File: config.mk
export PLATFORM = sky130hd
export DESIGN_NAME = pix_trim_cal
export DESIGN_NICKNAME = d
export VERILOG_FILES = /design/src/rtl/pix_trim_cal.sv
export SDC_FILE = /design/constraint.sdc
export NUM_CORES = 1
export LEC_CHECK = 0
export BUFFER_PORTS_ARGS = -buffer_cell sky130_fd_sc_hd__buf_2
export CAP_MARGIN = 20
export CORE_MARGIN = 10
export CORE_UTILIZATION = 28
export CTS_CLUSTER_SIZE = 24
export DETAILED_ROUTE_END_ITERATION = 7
export SLEW_MARGIN = 0
export SYNTH_ARGS = -nofsm -noshare
export SYNTH_HDL_FRONTEND = slang
export SYNTH_SLANG_ARGS = --single-unit
File: constraint.sdc
create_clock -name clk -period 3 [get_ports clk]
set_input_delay 0.15 -clock clk [delete_from_list [all_inputs] [get_ports clk]]
set_output_delay 0.15 -clock clk [all_outputs]
set_load 0.1 [all_outputs]
File: src/rtl/pix_trim_cal.sv
module pix_trim_cal #(
  parameter int CODE_W = 3,
  parameter int SYNC_N = 2
) (
  input  logic              clk,
  input  logic              rst_n,
  input  logic              clear_i,
  input  logic              step_en_i,
  input  logic              sense_pulse_i,
  input  logic              ref_pulse_i,
  output logic [CODE_W-1:0] trim_code_o,
  output logic [CODE_W-1:0] bank_en_o,
  output logic              done_o
);
  localparam logic [CODE_W-1:0] CODE_MAX = '1;

  logic [SYNC_N-1:0] ref_sync, sns_sync;
  logic              ref_q;
  logic              gap_seen;
  logic [CODE_W-1:0] code_q;
  logic              done_q;

  always_ff @(posedge clk or negedge rst_n) begin
    if (!rst_n) begin
      ref_sync <= '0;
      sns_sync <= '0;
      ref_q    <= 1'b0;
    end else begin
      ref_sync <= {ref_sync[SYNC_N-2:0], ref_pulse_i};
      sns_sync <= {sns_sync[SYNC_N-2:0], sense_pulse_i};
      ref_q    <= ref_sync[SYNC_N-1];
    end
  end

  wire ref_s     = ref_sync[SYNC_N-1];
  wire sns_s     = sns_sync[SYNC_N-1];
  wire gap       = ref_s & ~sns_s;
  wire step_rise = ref_s & ~ref_q;
  wire step_end  = ref_q & ~ref_s;
  wire live      = step_en_i & ~done_q;
  wire [CODE_W-1:0] code_inc = code_q + 1'b1;

  always_ff @(posedge clk or negedge rst_n) begin
    if (!rst_n) begin
      code_q   <= '0;
      done_q   <= 1'b0;
      gap_seen <= 1'b0;
    end else if (clear_i) begin
      code_q   <= '0;
      done_q   <= 1'b0;
      gap_seen <= 1'b0;
    end else if (live) begin
      if (step_rise)
        gap_seen <= gap;
      else if (gap)
        gap_seen <= 1'b1;
      if (step_end) begin
        if (gap_seen && code_q != CODE_MAX) begin
          code_q <= code_inc;
          done_q <= (code_inc == CODE_MAX);
        end else begin
          done_q <= 1'b1;
        end
      end
    end
  end

  assign trim_code_o = code_q;
  assign bank_en_o   = code_q;
  assign done_o      = done_q;
endmodule

# After elaboration in Yosys (flattened, before gate mapping)
# Cells that the tools add are included.
# word_totals
register_bits	10
input_bits	6
out_inout_bits	7
wordCells	37
# classes
addsub	1
n_eq_ne	2
mux	12
bitwise_logic	8
n_reduce_logical	8
# op_table
op	count
$mux W3	4
$mux W1	8
$reduce_bool A2 Y1	3
$and A1 B1 Y1	4
$not A1 Y1	4
$reduce_and A2 Y1	2
$add A3 B1 Y3 const B	1
$eq A3 B3 Y1 const B	1
$ne A3 B3 Y1 const B	1
$reduce_and A3 Y1	1
$reduce_bool A3 Y1	1
$logic_and A1 B1 Y1	1

# Longest topological paths before layout
# depth
ltp_word	6
mapped_depth	6
mapped_depth_nobuf	5

# Worst setup path before layout
# Ideal clock, no wire load.
# synth_timing
kind	reg2reg
startpoint	reg code_q[0], in the netlist bank_en_o[0]
endpoint	reg code_q[0], in the netlist bank_en_o[0]
setup_ns	0.125
arrival_time_ns	2.101
t_required_ns	2.875
path_slack_ns	0.774
path_stages_with_launch	7
path_buffers	1
period_less_slack_ns	2.226
cell_sequence	dfrtp_1 ha_1 ha_1 nor4bb_1 and3_1 buf_6 mux2_4
# synth_between
elab_chain_cells	5
word_cells_on_any_way	9
classes_between	add/sub (1); eq/ne (1); mux (4); reduce/logical (3)
# synth_rtl
item	line	text
start, declared	20	logic [CODE_W-1:0] code_q;
start signal, assigned	59	code_q <= code_inc;
$add A3 B1 Y3	41	wire [CODE_W-1:0] code_inc = code_q + 1'b1;
$mux W3	58	if (gap_seen && code_q != CODE_MAX) begin
$mux W3	57	if (step_end) begin
$mux W3	52	end else if (live) begin
$mux W3	48	end else if (clear_i) begin
# Several ways; a longest one is shown, not always the timed one. The select of a mux whose other input is x is not followed.
# A chain may end at the register's enable or synchronous reset.

# Worst setup path in the final report
# Same ends and word-level chain as after synthesis.

==> flow_summary_export.csv <==
group,metric,value,unit
run_status,status,"complete, no violations",
floorplan,num_rows,14,
critical_path,worstReg2RegStart,"bank_en_o[0]$_DFFE_PN0P_",
grt,antenna_found_initial,0,
timing,setup-violations-final,0,
detailed_routing,vias,298,
critical_path,worstSetupStartpointType,"flop",
timing,min_period,1830,ps
timing,worstMarginPinSlew,491,ps
power_and_ir_drop,pwr-share-seq,0.505,
placement,io_buffer_count,12,
yosys,ys_seq_elements,10,
power_and_ir_drop,switching_share,0.211,
layout,layout_common_cells,"buf_2 (12), dfrtp_1 (10)",
power_and_ir_drop,intPower,222,uW
power_and_ir_drop,netSwitchingPower,59.3,uW
floorplan,pin_count,13,
grt,grt_first_pass_wirelength,1370,um
detailed_routing,drc,0,
cts,cts_root_buf,"clkbuf_4",
detailed_routing,drt_iter0_markers,0,
layout,syn_to_final_growth,24.7,%
critical_path,path_class,"flop to flop",
critical_path,critPathRequiredTime,3140,ps
detailed_routing,routed_wl,783,um
yosys,synth_area_per_cell,12.3,um2
layout,nets,62,
detailed_routing,ant_nets,0,
floorplan,die_w,60.4,um
yosys,synthCells,37,
power_and_ir_drop,p_leak,0.294,nW
cts,cts_sinks,10,
grt,grt_start_max_net_pins,11,
yosys,syn_area,457,um2
critical_path,cp-end-kind,"flop",
floorplan,die_y,60.4,um
floorplan,coreArea,1520,um2
layout,insertedDiodeCount,0,
critical_path,r2r_slack,1170,ps
critical_path,timing.rr.end,"bank_en_o[0]$_DFFE_PN0P_",
timing,skew,2.72,ps
yosys,ys_types,19,
layout,final_common_cell,"buf_2",
timing,fmax,545,MHz
cts,htreeDepth,1,
grt,grt_use_total,0.0485,
critical_path,critPathCapture,"bank_en_o[0]$_DFFE_PN0P_",
run,cap_violations,0,
layout,n_fill_cell,152,
grt,first_global_vias,339,
cts,cts_tree,"done",
detailed_routing,dr.pass1.iters,1,
worst_hold_path,hp-class,"input pin to flop",
timing,fin_tns_setup,0,ps
timing,hold_violations,0,
critical_path,path_max_fanout,5,
timing,fin_crit_sh,0.611,
timing,drv_slew,0,
layout,fin_area,569,um2
cts,path_clk_slew,60,ps
timing,rsz0062_at_grt,"false",
yosys,yosysSeqAreaShare,0.548,
timing,worst_slack,1170,ps
detailed_routing,avgRoutedWirePerCell,11.5,um
critical_path,timing.critical_path.from,"bank_en_o[0]$_DFFE_PN0P_",
layout,multi_input_area,165,um2
floorplan,initial_core_util,0.300,
critical_path,cp_data_arrival_time,1970,ps
floorplan,dieArea,3650,um2
placement,dp_slack,1180,ps
power_and_ir_drop,p_total,281,uW
power_and_ir_drop,p_clk_frac,0.410,
power_and_ir_drop,peakVddDrop,0.246,mV
power_and_ir_drop,p_comb_frac,0.085,
cts,numCtsBuffers,3,
layout,drive_above_1_share,0.365,
grt,overflow,0,
power_and_ir_drop,power_density,494,nW/um2
cts,insertion_delay,250,ps
cts,clock_path_buffers,2,
layout,regArea,250,um2
detailed_routing,routed_via_density,4.38,
timing,relSlewSlack,0.675,
yosys,syn_nets,46,
placement,gp_congestion,0.659,
yosys,yosysWarnings,0,
critical_path,rr_worst_depth,5,
placement,place_area,503,um2
[worst min path at each step]
stage	cells after the start	start	endpoint
global placement	1	rst_n	bank_en_o[1]$_DFFE_PN0P_
detailed placement	1	rst_n	bank_en_o[1]$_DFFE_PN0P_
CTS	2	clear_i	gap_seen$_DFFE_PN0P_
global route	2	clear_i	gap_seen$_DFFE_PN0P_
floorplan	0	rst_n	bank_en_o[0]$_DFFE_PN0P_
finish	2	clear_i	gap_seen$_DFFE_PN0P_
[synthesized netlist by cell type]
cell type	instances	area [um2]
a211oi_1	1	7.51
a21oi_1	1	5.00
a31oi_1	1	6.26
and3_1	1	6.26
buf_4	3	22.5
buf_6	1	11.3
dfrtp_1	10	250
ha_1	3	37.5
inv_1	2	7.51
mux2_4	2	30.0
mux2i_1	1	10.0
nand2_1	1	3.75
nand2b_1	2	12.5
nand3b_1	1	7.51
nor2_1	3	11.3
nor2b_1	1	6.26
nor4bb_1	1	10.0
o21ai_0	1	5.00
or2_2	1	6.26
[cell type report]
cell class / instances / area share
repair buffers: 15 / 0.158
multi-input cells: 21 / 0.290
flip-flops and latches: 10 / 0.440
well taps: 16 / 0.0352
clock buffers: 4 / 0.0637
inverters: 2 / 0.0132
[per-stage QoR]
step	util	cells	hold WS (ps)
after floorplan	-	37	-146
after global placement	0.330	61	19.9
after detailed placement	0.330	61	21.8
after CTS	0.374	68	137
after global routing	0.374	68	163
final	0.374	68	136
[power by group through the flow]
stage	combinational (mW)	sequential [mW]	clock, mW
6_report	0.0239	0.142	0.115
3_3_place_gp	0.0215	0.145	0
2_1_floorplan	0.00678	0.150	0
4_1_cts	0.0244	0.142	0.118
3_5_place_dp	0.0215	0.145	0
5_1_grt	0.0264	0.143	0.125
[cell families after synthesis]
family	after synthesis	share of synthesized area
buf+inv	6	0.0904
fa+ha+maj	3	0.0822
simple gates	11	0.140
compound gates	4	0.0520
flops	10	0.548
mux	3	0.0877
[what timing repair did]
action | 4_1_cts | 5_1_grt
resized for setup | 0 | 0
buffers inserted | 0 | 0
endpoints found under the hold margin | 12 | 0
hold buffers | 3 | 0
[sequential cells by signal, summed over array words and instances, names as in the netlist]
name,flops
bank_en_o,3
ref_sync,2
sns_sync,2
done_o,1
gap_seen,1
ref_q,1
[per-layer routing]
metal,global-route usage,up-vias,wire length [um]
met4,0.0192,0,0
li1,-,153,-
met5,0,-,0
met3,0.0230,0,76
met1,0.0639,134,384
met2,0.0662,11,322
[critical path, stage by stage, from the launching register on]
cell,delay [ps]
dfrtp_1,420
ha_1,220
ha_1,180
nor4bb_1,240
and3_1,340
mux2_4,320
No activity file was read; power rests on OpenSTA's default activity.
